--- src/rtl/twf_pkg.sv ---
package twf_pkg;
  localparam int BYTE_W = 8;
  localparam int LANES  = 4;
  localparam int WORD_W = BYTE_W * LANES;
  localparam int NIB_W  = BYTE_W / 2;
  // reduction term of x^8 = x^6 + x^5 + x^3 + 1
  localparam logic [BYTE_W-1:0] GF_RED = 8'h69;

  typedef logic [BYTE_W-1:0] byte_t;
  typedef logic [WORD_W-1:0] word_t;
  typedef logic [NIB_W-1:0]  nib_t;

  // 4-bit lookup tables, entry n held at bits [4n+3:4n]
  localparam logic [63:0] QA_T0 = 64'h4ACE95B023F6D718;
  localparam logic [63:0] QA_T1 = 64'hD9076A4F53218BCE;
  localparam logic [63:0] QA_T2 = 64'h17423F8C09D6E5AB;
  localparam logic [63:0] QA_T3 = 64'hAC5803B9E6214F7D;
  localparam logic [63:0] QB_T0 = 64'h5CA04913E67FDB82;
  localparam logic [63:0] QB_T1 = 64'h809F5AD673C4B2E1;
  localparam logic [63:0] QB_T2 = 64'hF3B28DE0A96157C4;
  localparam logic [63:0] QB_T3 = 64'hA802F746ED3C159B;

  function automatic nib_t nib_ror1(input nib_t n);
    return {n[0], n[NIB_W-1:1]};
  endfunction

  function automatic nib_t nib_look(input logic [63:0] tbl, input nib_t idx);
    return tbl[{idx, 2'b00} +: NIB_W];
  endfunction

  function automatic byte_t gf_mul(input byte_t a, input byte_t c);
    byte_t acc;
    byte_t sh;
    acc = '0;
    sh  = a;
    for (int i = 0; i < BYTE_W; i++) begin
      if (c[i]) acc = acc ^ sh;
      sh = {sh[BYTE_W-2:0], 1'b0} ^ (sh[BYTE_W-1] ? GF_RED : '0);
    end
    return acc;
  endfunction

  function automatic byte_t mds_coef(input int r, input int c);
    byte_t v;
    case ({r[1:0], c[1:0]})
      4'b0000: v = 8'h01; 4'b0001: v = 8'hEF; 4'b0010: v = 8'h5B; 4'b0011: v = 8'h5B;
      4'b0100: v = 8'h5B; 4'b0101: v = 8'hEF; 4'b0110: v = 8'hEF; 4'b0111: v = 8'h01;
      4'b1000: v = 8'hEF; 4'b1001: v = 8'h5B; 4'b1010: v = 8'h01; 4'b1011: v = 8'hEF;
      4'b1100: v = 8'hEF; 4'b1101: v = 8'h01; 4'b1110: v = 8'hEF; default: v = 8'h5B;
    endcase
    return v;
  endfunction

  function automatic word_t mds_mul(input word_t y);
    word_t z;
    z = '0;
    for (int r = 0; r < LANES; r++) begin
      for (int c = 0; c < LANES; c++) begin
        z[r*BYTE_W +: BYTE_W] = z[r*BYTE_W +: BYTE_W] ^ gf_mul(y[c*BYTE_W +: BYTE_W], mds_coef(r, c));
      end
    end
    return z;
  endfunction

  // stage variants per lane: bit0 first stage, bit2 last stage (1 = q1)
  function automatic logic [2:0] lane_qsel(input int lane);
    case (lane)
      0:       return 3'b100;
      1:       return 3'b001;
      2:       return 3'b110;
      default: return 3'b011;
    endcase
  endfunction
endpackage

--- src/rtl/twf_qperm.sv ---
module twf_qperm
  import twf_pkg::*;
#(
  parameter bit VARIANT = 1'b0
) (
  input  logic [BYTE_W-1:0] x,
  output logic [BYTE_W-1:0] y
);
  localparam logic [63:0] TA = VARIANT ? QB_T0 : QA_T0;
  localparam logic [63:0] TB = VARIANT ? QB_T1 : QA_T1;
  localparam logic [63:0] TC = VARIANT ? QB_T2 : QA_T2;
  localparam logic [63:0] TD = VARIANT ? QB_T3 : QA_T3;

  nib_t hi0, lo0, hi1, lo1, hi2, lo2, hi3, lo3, hi4, lo4;

  always_comb begin
    hi0 = x[BYTE_W-1:NIB_W];
    lo0 = x[NIB_W-1:0];
    hi1 = hi0 ^ lo0;
    lo1 = hi0 ^ nib_ror1(lo0) ^ {hi0[0], 3'b000};
    hi2 = nib_look(TA, hi1);
    lo2 = nib_look(TB, lo1);
    hi3 = hi2 ^ lo2;
    lo3 = hi2 ^ nib_ror1(lo2) ^ {hi2[0], 3'b000};
    hi4 = nib_look(TC, hi3);
    lo4 = nib_look(TD, lo3);
    y   = {lo4, hi4};
  end
endmodule

--- src/rtl/twf_sbox_lane.sv ---
module twf_sbox_lane
  import twf_pkg::*;
#(
  parameter logic [2:0] QSEL = 3'b000
) (
  input  logic [BYTE_W-1:0] x,
  input  logic [BYTE_W-1:0] kh,
  input  logic [BYTE_W-1:0] kl,
  output logic [BYTE_W-1:0] y
);
  byte_t s1, s2, m1, m2;

  twf_qperm #(.VARIANT(QSEL[0])) u_q1 (.x(x),  .y(s1));
  assign m1 = s1 ^ kh;
  twf_qperm #(.VARIANT(QSEL[1])) u_q2 (.x(m1), .y(s2));
  assign m2 = s2 ^ kl;
  twf_qperm #(.VARIANT(QSEL[2])) u_q3 (.x(m2), .y(y));
endmodule

--- src/rtl/twf_gfunc.sv ---
module twf_gfunc
  import twf_pkg::*;
#(
  parameter int ROT = 0
) (
  input  logic [WORD_W-1:0] x,
  input  logic [WORD_W-1:0] sk_hi,
  input  logic [WORD_W-1:0] sk_lo,
  output logic [WORD_W-1:0] t
);
  localparam int RSH = (WORD_W - ROT) % WORD_W;

  word_t xr;
  byte_t sb [LANES];
  word_t sbw;

  assign xr = (x << ROT) | (x >> RSH);

  for (genvar i = 0; i < LANES; i++) begin : g_lane
    twf_sbox_lane #(.QSEL(lane_qsel(i))) u_sb (
      .x (xr[i*BYTE_W +: BYTE_W]),
      .kh(sk_hi[i*BYTE_W +: BYTE_W]),
      .kl(sk_lo[i*BYTE_W +: BYTE_W]),
      .y (sb[i])
    );
  end

  always_comb begin
    sbw = '0;
    for (int i = 0; i < LANES; i++) sbw[i*BYTE_W +: BYTE_W] = sb[i];
    t = mds_mul(sbw);
  end
endmodule

--- src/rtl/twf_round_f.sv ---
module twf_round_f
  import twf_pkg::*;
#(
  parameter int ROT1 = 8
) (
  input  logic              clk,
  input  logic              rst,
  input  logic              in_vld,
  input  logic [WORD_W-1:0] r0,
  input  logic [WORD_W-1:0] r1,
  input  logic [WORD_W-1:0] ka,
  input  logic [WORD_W-1:0] kb,
  input  logic [WORD_W-1:0] sk_hi,
  input  logic [WORD_W-1:0] sk_lo,
  output logic              out_vld,
  output logic [WORD_W-1:0] f0,
  output logic [WORD_W-1:0] f1
);
  word_t t0, t1, sum0, sum1;

  twf_gfunc #(.ROT(0))    u_g0 (.x(r0), .sk_hi(sk_hi), .sk_lo(sk_lo), .t(t0));
  twf_gfunc #(.ROT(ROT1)) u_g1 (.x(r1), .sk_hi(sk_hi), .sk_lo(sk_lo), .t(t1));

  // pseudo-Hadamard merge plus subkeys
  always_comb begin
    sum0 = t0 + t1 + ka;
    sum1 = t0 + (t1 << 1) + kb;
  end

  always_ff @(posedge clk) begin
    if (rst) begin
      out_vld <= 1'b0;
      f0      <= '0;
      f1      <= '0;
    end else begin
      out_vld <= in_vld;
      if (in_vld) begin
        f0 <= sum0;
        f1 <= sum1;
      end
    end
  end
endmodule

--- config.mk ---
export PLATFORM = sky130hd
export DESIGN_NAME = twf_round_f
export DESIGN_NICKNAME = d
export VERILOG_FILES = /design/src/rtl/twf_pkg.sv /design/src/rtl/twf_qperm.sv /design/src/rtl/twf_sbox_lane.sv /design/src/rtl/twf_gfunc.sv /design/src/rtl/twf_round_f.sv
export SDC_FILE = /design/constraint.sdc
export NUM_CORES = 2
export LEC_CHECK = 0
export BUFFER_PORTS_ARGS = -buffer_cell sky130_fd_sc_hd__buf_2
export CAP_MARGIN = 20
export CELL_PAD_IN_SITES_DETAIL_PLACEMENT = 0
export CELL_PAD_IN_SITES_GLOBAL_PLACEMENT = 1
export CORE_UTILIZATION = 53
export DETAILED_ROUTE_END_ITERATION = 10
export GPL_ROUTABILITY_DRIVEN = 0
export GPL_TIMING_DRIVEN = 1
export PLACE_DENSITY_LB_ADDON = 0.1
export SLEW_MARGIN = 0
export SYNTH_ARGS = -nofsm -noshare
export SYNTH_HDL_FRONTEND = slang
export SYNTH_SLANG_ARGS = --single-unit
--- constraint.sdc ---
create_clock -name clk -period 33.2 [get_ports clk]
set_input_delay 4.98 -clock clk [delete_from_list [all_inputs] [get_ports clk]]
set_output_delay 4.98 -clock clk [all_outputs]
set_load 0.005 [all_outputs]
==> impl_metrics.tcl <==
set metrics [dict create \
    multi_input_area_mm2 0.0298 \
    slew_headroom 0.326 \
    critPathMaxStageDelay_ps 930 \
    std_cell_rows 91 \
    worstHoldPathType "reg -> reg" \
    tns_ps 0 \
    cp-end-kind "flop" \
    synthToLayoutAreaGrowth_pct 7.41 \
    synth_area_leader_cell "ha_1" \
    cts_sinks 65 \
    drt_iter0_markers 1280 \
    h-tree-depth 3 \
    slew_viol_final 0 \
    muxShareOfSynthArea 0.142 \
    grt_max_degree 72 \
    synth_compound_area_frac 0.145 \
    synth_fa_ha_area_frac 0.189 \
    nFillCells 5885 \
    firstDrtPassIters 7 \
    die_w_um 252 \
    die_h_um 252 \
    synth_cell_types 125 \
    cp.arrival_ps 21510 \
    clock_skew_ps 0 \
    worst_pin_slew_ps 1010 \
    cpMaxStageDelayCell "a222oi_1" \
    path_clk_slew_ps 60 \
    critical-path-top-delay-family "compound AO/OA/AOI/OAI gates" \
    hold_violations 0 \
    drc 0 \
    setup_violations 0 \
    worst_path_most_repeated_cell "o21ai_0" \
    wl_per_cell_um 15.1 \
    antenna_found_initial 7 \
    worstSetupPathType "in -> reg" \
    grt_pass1_vias 25600 \
    synth_simple_gate_area_frac 0.115 \
    cts.path.max_buffers 2 \
    initial_utilization 0.537 \
    coreArea_mm2 0.0618 \
    avgSynthCellArea_um2 8.54 \
    clk-insertion-delay-late_ps 340 \
    ys_warn_count 0 \
    postCtsSetupBuffers 0 \
    fin_crit_sh 0.642 \
    clockRootBuffer "clkbuf_16" \
    track_usage 0.233 \
    grt_setup_unrepaired "no" \
    finalNetCount 4767 \
    pin_count 260 \
    path_max_fanout 11 \
    regArea_mm2 0.00130 \
    synth_top_flop_cell "dfxtp_1" \
    netlist_instances 3888 \
    final_antenna_net_count 0 \
    dieArea_mm2 0.0636 \
    numCtsBuffers 9 \
    finalWirelength_mm 74.9 \
    synth_xor_area_frac 0.306 \
    maxCapViolations 0 \
    cts_resized 0 \
    port_buffers 259 \
    grt-ovfl-total 0 \
    startpoint_type "input pin" \
    synthTopCellsByArea "ha_1 15%, xnor2_1 14%, mux2i_1 8.3%, xor2_1 7.3%, inv_1 5.5%" \
    status "completed" \
    critPathRequiredTime_ps 33390 \
    async_reset_ff_frac 0 \
    path_buf_inv 9 \
    period_needed_ps 21320 \
    synth_nets 4542 \
    ys_ff_latch 65 \
    synth.top_cell.area_share 0.149 \
    ys_seq_area_frac 0.0392 \
    timing.fmax_mhz 46.9 \
    postCtsHoldBufs 0 \
    synth_edf_count 0 \
    vias 26500 \
    synth_top_family_by_area "XOR/XNOR gates" \
    dp_hpwl_mm 64.5 \
    grt_pass1_wl_mm 125 \
    cts_tree "yes" \
    vias_per_cell 5.35 \
    netlist_area_mm2 0.0332 \
    drive_gt1_frac 0.149 \
]
-- worst min-delay path, stage by stage (launching register included) --
cell and delay [ps]:
dfxtp_1 310, nand2_1 60, a21oi_1 50
-- final timing paths --
check / from / cells after the start / slack [ps] / to
min: f1[28]$_SDFFE_PP0P_ / 2 / 470 / f1[28]$_SDFFE_PP0P_
max: r0[17] / 64 / 11880 / f1[31]$_SDFFE_PP0P_
min reg2reg: f1[28]$_SDFFE_PP0P_ / 2 / 470 / f1[28]$_SDFFE_PP0P_
max reg2reg: f0[31]$_SDFFE_PP0P_ / 2 / 32430 / f0[31]$_SDFFE_PP0P_
-- logic make-up (layout without fill, tap and decap cells) --
| family | Yosys count | count (layout) |
|---|---|---|
| multiplexers | 393 | 393 |
| AO/OA/AOI/OAI | 670 | 670 |
| other | 0 | 1 |
| AND/OR/NAND/NOR | 764 | 764 |
| XOR/XNOR | 976 | 976 |
| buffers and inverters | 554 | 784 |
| adder cells (fa/ha/maj) | 466 | 466 |
| flip-flops | 65 | 65 |
-- layout by cell type, fill, tap and decap left out, types with 28 or more instances in the layout --
master / synthesis / final
a21oi_1: 148 / 148
and2_1: 28 / 28
buf_2: 11 / 259
dfxtp_1: 65 / 65
fa_1: 63 / 63
ha_1: 396 / 396
inv_1: 485 / 484
mux2_2: 45 / 45
mux2i_1: 276 / 276
mux4_2: 43 / 43
nand2_1: 149 / 149
nand3_1: 52 / 52
nor2_1: 235 / 235
nor3_1: 81 / 81
o211ai_1: 34 / 34
o21ai_0: 102 / 102
o21bai_1: 28 / 28
xnor2_1: 548 / 548
xnor2_2: 62 / 62
xnor3_1: 33 / 33
xor2_1: 276 / 276
xor2_2: 30 / 30
-- flip-flops by register name, indices dropped and copies added, names as in the netlist --
| name | count |
|---|---|
| out_vld | 1 |
| f1 | 32 |
| f0 | 32 |
-- synth_stat cells (26+ instances only) --
| cell type | number |
|---|---|
| xnor2_2 | 62 |
| o21ai_1 | 26 |
| o211ai_1 | 34 |
| o21ai_0 | 102 |
| xor2_1 | 276 |
| dfxtp_1 | 65 |
| mux2i_1 | 276 |
| a31oi_1 | 26 |
| nor2_1 | 235 |
| mux2_2 | 45 |
| nor3_1 | 81 |
| and2_1 | 28 |
| xnor2_1 | 548 |
| nand2_1 | 149 |
| or3_1 | 27 |
| nand3_1 | 52 |
| nand2b_1 | 27 |
| and3_1 | 26 |
| inv_1 | 485 |
| o21bai_1 | 28 |
| fa_1 | 63 |
| a21oi_1 | 148 |
| ha_1 | 396 |
| xnor3_1 | 33 |
| xor2_2 | 30 |
| mux4_2 | 43 |
| clkbuf_1 | 27 |
-- metrics by stage --
stage	setup slack (ps)	hold slack [ps]	std cells	util	area, um2
floorplan	14530	458	3888	-	33200
global placement	11860	453	4939	0.572	35400
global route	10000	493	4955	0.577	35700
finish	11880	470	4956	0.577	35700
CTS	11980	470	4955	0.577	35700
detailed placement	11700	460	4939	0.572	35400
-- final cells by class --
cell class | instances | area share
Clock inverter | 7 | 0.00218
Tap cell | 837 | 0.0294
Multi-Input combinational cell | 3269 | 0.835
Antenna cell | 1 | 0.0000702
Timing Repair Buffer | 263 | 0.0372
Clock buffer | 9 | 0.00632
Inverter | 505 | 0.0532
Sequential cell | 65 | 0.0365
-- layer usage --
metal  global-route usage  routed length (um)  vias up
met5                    0                  81        -
met3               0.0171                2430       61
met4               0.0360                1020       12
met2                0.418               36100      404
met1                0.309               35200    12300
li1                     -                   -    13800
Power is not shown: default switching activity piles up to over one toggle a cycle in this logic, so the estimate is an artifact.
